[config.mk]
export PLATFORM = sky130hd
export DESIGN_NAME = xfer_req_arbiter
export DESIGN_NICKNAME = d
export VERILOG_FILES = /design/src/rtl/xfer_arb_pkg.sv /design/src/rtl/xfer_level_fifo.sv /design/src/rtl/xfer_level_pick.sv /design/src/rtl/xfer_port_timer.sv /design/src/rtl/xfer_req_arbiter.sv
export SDC_FILE = /design/constraint.sdc
export NUM_CORES = 1
export LEC_CHECK = 0
export ABC_AREA = 0
export ABC_CLOCK_PERIOD_IN_PS = 5500
export BUFFER_PORTS_ARGS = -buffer_cell sky130_fd_sc_hd__buf_2
export CAP_MARGIN = 20
export CORE_MARGIN = 2
export CORE_UTILIZATION = 49
export CTS_BUF_LIST = sky130_fd_sc_hd__clkbuf_2
export DETAILED_ROUTE_END_ITERATION = 10
export HOLD_SLACK_MARGIN = 0.03
export PLACE_DENSITY_LB_ADDON = 0.1
export SKIP_CTS_REPAIR_TIMING = 1
export SLEW_MARGIN = 10
export SYNTH_ARGS = -nofsm -noshare
export SYNTH_HDL_FRONTEND = slang
export SYNTH_HIERARCHICAL = 1
export SYNTH_SLANG_ARGS = --single-unit
export TNS_END_PERCENT = 50
[constraint.sdc]
create_clock -name clk -period 5.5 [get_ports clk]
set_input_delay 0 -clock clk [delete_from_list [all_inputs] [get_ports clk]]
set_output_delay 0 -clock clk [all_outputs]
set_load 0.02 [all_outputs]
[src/rtl/xfer_arb_pkg.sv]
// Shared definitions for the transfer-request arbiter.
// Assumes exactly two requesters; the level count sets the code width.
package xfer_arb_pkg;
    localparam int NUM_LEVELS = 4;
    localparam int LEVEL_W    = $clog2(NUM_LEVELS);

    typedef enum logic {
        SRC_CPU  = 1'b0,
        SRC_COPY = 1'b1
    } src_e;
endpackage

[src/rtl/xfer_level_fifo.sv]
// One urgency level's token queue. Accepts up to two tokens per cycle
// (port A is written ahead of port B) and releases at most one.
// Assumes DEPTH is a power of two, the caller never overfills it and
// never pops it empty.
module xfer_level_fifo #(
    parameter int DEPTH = 16,
    parameter int W     = 1,
    localparam int PW   = $clog2(DEPTH),
    localparam int CW   = $clog2(DEPTH + 1)
) (
    input  logic          clk,
    input  logic          rst_n,
    input  logic          push_a,
    input  logic [W-1:0]  data_a,
    input  logic          push_b,
    input  logic [W-1:0]  data_b,
    input  logic          pop,
    output logic [W-1:0]  head,
    output logic [CW-1:0] count
);
    logic [W-1:0]  store [DEPTH];
    logic [PW-1:0] wr_ptr, rd_ptr, wr_b;

    // Slot for port B: right after port A's slot when both write.
    always_comb wr_b = push_a ? PW'(wr_ptr + PW'(1)) : wr_ptr;

    // Token storage write.
    always_ff @(posedge clk) begin
        if (push_a) store[wr_ptr] <= data_a;
        if (push_b) store[wr_b]   <= data_b;
    end

    // Pointer and occupancy update.
    always_ff @(posedge clk) begin
        if (!rst_n) begin
            wr_ptr <= '0;
            rd_ptr <= '0;
            count  <= '0;
        end else begin
            wr_ptr <= PW'(wr_ptr + PW'(push_a) + PW'(push_b));
            rd_ptr <= PW'(rd_ptr + PW'(pop));
            count  <= CW'(count + CW'(push_a) + CW'(push_b) - CW'(pop));
        end
    end

    assign head = store[rd_ptr];
endmodule

[src/rtl/xfer_level_pick.sv]
// Chooses the most urgent non-empty level (lowest index wins).
// Pure combinational; the caller qualifies the pop vector with launch.
module xfer_level_pick #(
    parameter int LEVELS = 4,
    localparam int LW    = $clog2(LEVELS)
) (
    input  logic [LEVELS-1:0] nonempty,
    output logic              valid,
    output logic [LW-1:0]     level,
    output logic [LEVELS-1:0] sel
);
    // Scan from least to most urgent so the lowest index is kept.
    always_comb begin
        level = '0;
        for (int i = LEVELS - 1; i >= 0; i--) begin
            if (nonempty[i]) level = LW'(i);
        end
        valid = |nonempty;
        sel   = valid ? (LEVELS'(1) << level) : '0;
    end
endmodule

[src/rtl/xfer_port_timer.sv]
// Holds the memory port for ACC cycles per access and reports start,
// busy and done. Assumes ACC >= 1 and launch only when can_launch is high.
module xfer_port_timer #(
    parameter int ACC = 6,
    parameter int LW  = 2,
    localparam int TW = $clog2(ACC + 1)
) (
    input  logic          clk,
    input  logic          rst_n,
    input  logic          launch,
    input  logic          l_src,
    input  logic [LW-1:0] l_prio,
    output logic          can_launch,
    output logic          start,
    output logic          busy,
    output logic          done,
    output logic          src,
    output logic [LW-1:0] prio
);
    logic [TW-1:0] left;

    always_comb begin
        busy       = (left != '0);
        done       = (left == TW'(1));
        can_launch = !busy || done;
    end

    // Reload on launch, otherwise count the access down.
    always_ff @(posedge clk) begin
        if (!rst_n) begin
            left  <= '0;
            start <= 1'b0;
            src   <= 1'b0;
            prio  <= '0;
        end else begin
            start <= launch;
            if (launch) begin
                left <= TW'(ACC);
                src  <= l_src;
                prio <= l_prio;
            end else if (busy) begin
                left <= TW'(left - TW'(1));
            end
        end
    end
endmodule

[src/rtl/xfer_req_arbiter.sv]
// Arbitrates one memory port between a CPU and a copy engine through
// per-urgency token queues. CPU wins ties for queue slots; the most
// urgent non-empty queue is served, FIFO within a level, one access
// of ACCESS_CYCLES cycles at a time.
module xfer_req_arbiter
    import xfer_arb_pkg::*;
#(
    parameter int QDEPTH        = 16,
    parameter int ACCESS_CYCLES = 6,
    localparam int CW           = $clog2(QDEPTH + 1)
) (
    input  logic               clk,
    input  logic               rst_n,
    input  logic               cpu_req,
    input  logic [LEVEL_W-1:0] cpu_prio,
    output logic               cpu_ready,
    input  logic               cpy_req,
    input  logic [LEVEL_W-1:0] cpy_prio,
    output logic               cpy_ready,
    output logic               mem_start,
    output logic               mem_busy,
    output logic               mem_done,
    output logic               mem_src,
    output logic [LEVEL_W-1:0] mem_prio
);
    logic [NUM_LEVELS-1:0][CW-1:0] q_cnt;
    logic [NUM_LEVELS-1:0]         q_head;
    logic [NUM_LEVELS-1:0]         q_nonempty, q_sel;
    logic                          pick_valid, can_launch, launch;
    logic [LEVEL_W-1:0]            pick_level;
    logic                          cpu_take, cpy_take, same_lvl;

    // Back-pressure: CPU claims the last slot on a shared level.
    always_comb begin
        same_lvl  = cpu_req && (cpu_prio == cpy_prio);
        cpu_ready = (q_cnt[cpu_prio] != CW'(QDEPTH));
        cpy_ready = (q_cnt[cpy_prio] != CW'(QDEPTH)) &&
                    !(same_lvl && q_cnt[cpy_prio] == CW'(QDEPTH - 1));
        cpu_take  = cpu_req && cpu_ready;
        cpy_take  = cpy_req && cpy_ready;
    end

    genvar g;
    generate
        for (g = 0; g < NUM_LEVELS; g++) begin : g_level
            xfer_level_fifo #(.DEPTH(QDEPTH), .W(1)) u_q (
                .clk    (clk),
                .rst_n  (rst_n),
                .push_a (cpu_take && cpu_prio == LEVEL_W'(g)),
                .data_a (SRC_CPU),
                .push_b (cpy_take && cpy_prio == LEVEL_W'(g)),
                .data_b (SRC_COPY),
                .pop    (launch && q_sel[g]),
                .head   (q_head[g]),
                .count  (q_cnt[g])
            );
            assign q_nonempty[g] = (q_cnt[g] != '0);
        end
    endgenerate

    xfer_level_pick #(.LEVELS(NUM_LEVELS)) u_pick (
        .nonempty (q_nonempty),
        .valid    (pick_valid),
        .level    (pick_level),
        .sel      (q_sel)
    );

    assign launch = pick_valid && can_launch;

    xfer_port_timer #(.ACC(ACCESS_CYCLES), .LW(LEVEL_W)) u_port (
        .clk        (clk),
        .rst_n      (rst_n),
        .launch     (launch),
        .l_src      (q_head[pick_level]),
        .l_prio     (pick_level),
        .can_launch (can_launch),
        .start      (mem_start),
        .busy       (mem_busy),
        .done       (mem_done),
        .src        (mem_src),
        .prio       (mem_prio)
    );
endmodule

**Yosys cells after proc, flatten, opt, wreduce, memory -nomap -nowiden**

Memory sizes are Yosys's and may differ from the RTL's. A register that Yosys moved wholly into a read port is not among the register bits.
Cells that the tools add are included.

- Input bits: 8
- Register bits after elaboration: 59
- ROM bits: 0
- Latch bits: 0
- Logic and storage cells: 134
- Output and inout bits: 8
- RAM bits: 64
- Memories kept: 4

Memories:

| name | depth | width | rd ports | clocked after Yosys merged registers in | write ports | line | text |
|---|---|---|---|---|---|---|---|
| g_level[0].u_q.store | 16 | 1 | 1 | 1 | 2 | xfer_level_fifo.sv:21 | `logic [W-1:0] store [DEPTH];` |
| g_level[1].u_q.store | 16 | 1 | 1 | 1 | 2 | xfer_level_fifo.sv:21 |  |
| g_level[2].u_q.store | 16 | 1 | 1 | 1 | 2 | xfer_level_fifo.sv:21 |  |
| g_level[3].u_q.store | 16 | 1 | 1 | 1 | 2 | xfer_level_fifo.sv:21 |  |

- $add $sub $neg: 29
- Divide/modulo/power cells: 0
- $lt $le $gt $ge: 3
- Mux-type cells: 37
- Reductions and logical operators: 31
- Shift operators: 1
- Equal/unequal tests: 11
- Bitwise logic cells: 1
- $mul: 0

Operators with widths:

| cell | number |
|---|---|
| $add A4 B1 Y4 | 12 |
| $add A5 B1 Y5 | 8 |
| $mux W4 | 9 |
| $bmux W5 S2 | 2 |
| $reduce_bool A5 Y1 | 4 |
| $sub A5 B1 Y5 | 4 |
| $logic_and A1 B1 Y1 | 18 |
| $mux W1 | 17 |
| $add A4 B1 Y4 const B | 4 |
| $mux W5 | 2 |
| $ne A5 B5 Y1 const B | 2 |
| $lt A2 B3 Y1 const B | 3 |
| $eq A2 B2 Y1 const B | 4 |
| $mux W2 | 4 |
| $mux W3 | 2 |
| $eq A5 B4 Y1 const B | 1 |
| $eq A2 B1 Y1 const B | 2 |
| $logic_not A2 Y1 | 2 |
| $reduce_or A4 Y1 | 1 |
| $shl A1 B2 Y4 const A | 1 |
| $eq A3 B1 Y1 const B | 1 |
| $reduce_bool A3 Y1 | 1 |
| $sub A3 B1 Y3 const B | 1 |
| $bmux W1 S2 | 1 |
| other kinds (6) | 7 |

**Longest topological paths before layout**

- Depth after elaboration: 10
- Gate-level depth with buffers: 13

**Hierarchy**

Netlist, hierarchy kept.

Modules (own cells, without submodules):

| module | cells an instance | times used | area each (µm²) | seq. area each (µm²) |
|---|---|---|---|---|
| xfer_level_fifo (g_level[0].u_q ...) | 176 | 3 | 1958.1 | 740.7 |
| xfer_level_fifo (g_level[1].u_q) | 176 | 1 | 1954.4 | 740.7 |
| xfer_req_arbiter | 49 | 1 | 415.4 | 0.0 |
| xfer_port_timer | 30 | 1 | 320.3 | 140.1 |
| xfer_level_pick | 11 | 1 | 50.0 | 0.0 |

**Least setup slack after synthesis**

Ideal clock, no wire load.

- Path type: register to register
- Start point: register g_level[3].u_q.count[4]
- End point: register g_level[0].u_q.count[4]
- Path buffers: 0
- Path slack: 1667 ps
- Setup time: 121 ps
- Data arrival time: 3712 ps
- Period minus slack after synthesis: 3833 ps
- Cell stages (with the launch flop): 13
- Cell sequence: dfxtp_1 -> mux4_2 -> or4b_1 -> o22ai_2 -> nor4b_1 -> inv_1 -> ha_1 -> fa_1 -> fa_1 -> nand2b_1 -> a21boi_0 -> o21ai_0 -> nor3b_1

- Word-level cells in the longest chain between the ends: 10

Ends and longest elaborated chain:

| what | line | text |
|---|---|---|
| start: declaration | xfer_level_fifo.sv:19 | `output logic [CW-1:0] count` |
| start signal: assignment | xfer_level_fifo.sv:42 | `count <= CW'(count + CW'(push_a) + CW'(push_b) - CW'(pop));` |
| parallel branches: the longest is 9 deep, another holds $add A5 B1 Y5 | n/a |  |
| $sub A5 B1 Y5 (*) | xfer_level_fifo.sv:42 |  |
| end signal: assignment | xfer_level_fifo.sv:42 |  |
| end: declaration | xfer_level_fifo.sv:19 |  |

Mark *: on every way between the ends. The select of a mux whose other input is x is not followed.
A chain may end at the register's enable or synchronous reset.

**Worst setup path in the final report**

- Start point: register g_level[3].u_q.count[1]
- End point: register g_level[2].u_q.count[4]

- Word-level cells in the longest chain between the ends: 10

Ends and longest elaborated chain:

| what | line |
|---|---|
| parallel branches: the longest is 9 deep, another holds $add A5 B1 Y5 | n/a |
| $sub A5 B1 Y5 (*) | xfer_level_fifo.sv:42 |
| end signal: assignment | xfer_level_fifo.sv:42 |
| end: declaration | xfer_level_fifo.sv:19 |

Marks and branches as above.

==> impl_metrics.py <==
metrics = {
    "status": {
        "outcome": "finished, final reports clean",
    },
    "cts": {
        "htreeDepth": 4,
        "cts_sinks": 123,
        "cts_tree": "done",
        "numCtsBuffers": 17,
        "clock-root-buffer": "clkbuf_2",
        "insertion_delay_ps": 700,
        "clk_pin_slew_ps": 180,
        "clockBufferDepth": 2,
    },
    "floorplanning": {
        "fp.dieH_um": 137,
        "ios": 16,
        "rows": 48,
        "start_util_pct": 50.0,
        "dieArea_um2": 18700,
        "coreArea_um2": 17200,
        "die_x_um": 137,
    },
    "sta": {
        "finalHoldViolations": 0,
        "slew_headroom_pct": 31.9,
        "max_freq_ghz": 0.252,
        "fin_crit_ps": 3970,
        "final-setup-viol-count": 0,
        "tightest_slew_ps": 1020,
        "fin_ws_ps": 1530,
        "skew_ps": 29.8,
        "rsz0062_at_grt": "false",
        "post-route-period-util_pct": 72.1,
        "slew_viol_final": 0,
        "finalSetupTns_ps": 0,
    },
    "yosys": {
        "async_flop_share_pct": 0,
        "netlist_instances": 794,
        "synth_simple_gate_area_share_pct": 15.8,
        "ys_ff_latch": 123,
        "syn_avg_cell_area_um2": 10.8,
        "synth_top_family_by_area": "multiplexers",
        "synth_adder_area_share_pct": 9.47,
        "synthFlopType": "edfxtp_1",
        "synth.top_cell.area_share_pct": 22.3,
        "synth_common_cells": "64 x edfxtp_1, 59 x dfxtp_1, 57 x nor2_1",
        "syn_area_um2": 8610,
        "yosysTopAreaCell": "edfxtp_1",
        "synth-compound-area-share_pct": 15.4,
        "synth_edf_count": 64,
        "synth.area.top_cells": "edfxtp_1 22%, dfxtp_1 14%, ha_1 6.7%",
        "synth_cell_types": 56,
        "synth_most_common_cell": "edfxtp_1",
        "yosysSeqAreaShare_pct": 36.0,
        "yosys.area_share.xor_xnor_pct": 2.75,
        "synth_warnings": 6,
        "synthMuxAreaShare_pct": 16.2,
    },
    "setup_path": {
        "r2r_slack_ps": 1530,
        "crit_path_end_kind": "flop",
        "start_kind": "flop",
        "critPathMaxFanout": 5,
        "cp_data_required_time_ps": 6080,
        "cp_cell_sequence": "mux4_2 > nand4_1 > o22ai_2 > nor3_1 > inv_1 > ha_1 > fa_1 > fa_1 > nand2b_1 > a21boi_0 > o21ai_0 > nor3b_1",
        "crit_slowest_cell": "nor3_1",
        "crit_family": "adder cells",
        "slowest_delay_ps": 630,
        "crit_top_cell": "fa_1",
        "criticalPathCategory": "reg2reg",
        "critPathBufInv": 1,
        "cp.arrival_ps": 4550,
    },
    "drt": {
        "wl_per_cell_um": 16.9,
        "viasPerCell": 5.62,
        "finalWirelength_um": 18600,
        "drc_errors": 0,
        "dr.pass1.iters": 7,
        "ant_nets": 0,
        "vias": 6183,
        "drt_iter0_markers": 361,
    },
    "layout": {
        "final-seq-area_um2": 3100,
        "multi_input_area_um2": 5360,
        "fill_cells": 1520,
        "stdcell_area_um2": 9270,
        "layout.nets": 928,
        "area_growth_pct": 7.63,
        "drive_gt1_share_pct": 15.2,
    },
    "power": {
        "p_leak_nw": 3.85,
        "ir_drop_mv": 0.193,
        "p_per_area_nw_per_um2": 300,
    },
    "place": {
        "placed_area_um2": 9020,
        "routabilityCongestion": 0.826,
        "hpwl_um": 13900,
        "numPortBuffers": 15,
        "pre_cts_ws_ps": 1110,
    },
    "job": {
        "drv_cap": 0,
    },
    "global_routing": {
        "grtUsageMet2_pct": 34.9,
        "grt.total_usage_pct": 21.2,
        "antenna_found_initial": 1,
        "grt_pass1_wl_um": 30800,
        "first_global_vias": 6097,
        "grt_max_degree": 24,
        "grtUsageMet1_pct": 28.4,
        "grtUsageMet3_pct": 4.41,
        "grt_overflow": 0,
        "top_usage_layer": "met2",
    },
    "hold_path": {
        "hp-class": "in2reg",
    },
}
worst reg2reg max path: stages (launching register included):
cell	delay (ps)
dfxtp_1	410
mux4_2	510
nand4_1	120
o22ai_2	140
nor3_1	640
inv_1	210
ha_1	360
fa_1	410
fa_1	420
nand2b_1	160
a21boi_0	250
o21ai_0	100
nor3b_1	140
layout make-up:
| type | count | area share (%) |
|---|---|---|
| diodes | 1 | 0.0270 |
| flip-flops and latches | 123 | 33.5 |
| clock inverters | 11 | 1.12 |
| inverters | 53 | 2.15 |
| repair buffers | 20 | 1.27 |
| clock buffers | 21 | 1.13 |
| well taps | 225 | 3.04 |
| multi-input cells | 647 | 57.8 |
placed cells by master, fill, tap and decap left out, types with 5 or more instances in the layout:
master	netlist	routed
and2_1	19	19
and3_1	17	17
fa_1	12	12
nor2_1	57	57
a21boi_0	8	8
dfxtp_1	59	59
clkinv_1	4	9
edfxtp_1	64	64
o21bai_1	32	32
nand3b_1	6	6
o22ai_2	9	9
nand2_1	19	19
xnor2_1	18	18
nand3_1	7	7
o21ai_2	15	15
conb_1	2	56
mux2_2	26	26
a21bo_2	8	8
mux4_2	14	14
a21oi_1	25	25
ha_1	46	46
o22ai_1	32	32
and3b_1	12	12
nor3b_1	23	23
nand2b_1	20	20
o21ai_0	40	40
nor2b_1	7	7
xor2_1	9	9
buf_2	5	15
mux2_1	38	38
or2_1	5	5
nor3_1	16	15
clkbuf_2	0	22
mux4_1	12	12
inv_1	49	49
registers in the layout (all words and copies together), names as in the netlist:
register and cells:
g_level.u_q/store 64, g_level.u_q/count 20, g_level.u_q/rd_ptr 16, g_level.u_q/wr_ptr 16, u_port/left 3, u_port/prio 2
u_port/src 1, u_port/start 1
logic make-up (layout without fill, tap and decap cells):
family          count (synthesis)  in the layout
mux                            94             94
flops                         123            123
fa+ha+maj                      58             58
compound gates                182            182
simple gates                  230            230
buf+inv                        78            105
other cells                     2             57
xor+xnor                       27             27
report_power, final:
group	switching, mW	internal [mW]	leakage, nW	total [mW]
registers	0.136	1.07	1.06	1.20
logic	0.537	0.493	2.66	1.03
clock network	0.343	0.206	0.131	0.549
total	1.02	1.77	3.85	2.78
worst paths after layout:
path	depth (start not counted)	start	end
setup / recovery	12	g_level[3].u_q/count[1]	g_level[2].u_q/count[4]
hold / removal	5	cpy_prio[0]	g_level[0].u_q/wr_ptr[0]
setup reg to reg	12	g_level[3].u_q/count[1]	g_level[2].u_q/count[4]
hold reg to reg	2	u_port/src	u_port/src
through the flow:
stage	cells	util, %	power, mW	hold slack [ps]
final	1101	53.8	2.78	66.4
after global routing	1101	53.8	2.99	43.2
after CTS	1096	53.6	2.80	-275
after detailed placement	1064	52.4	2.24	422
after global placement	1064	52.4	2.19	419
after floorplan	848	-	2.01	117
metal layers:
| layer | up-vias | part of all wire, % |
|---|---|---|
| met5 | - | 0 |
| met4 | 0 | 0.99 |
| met3 | 19 | 3.5 |
| met2 | 120 | 48 |
| met1 | 3019 | 47 |
| li1 | 3025 | - |
Note: power is estimated with default switching activity, not from simulation.
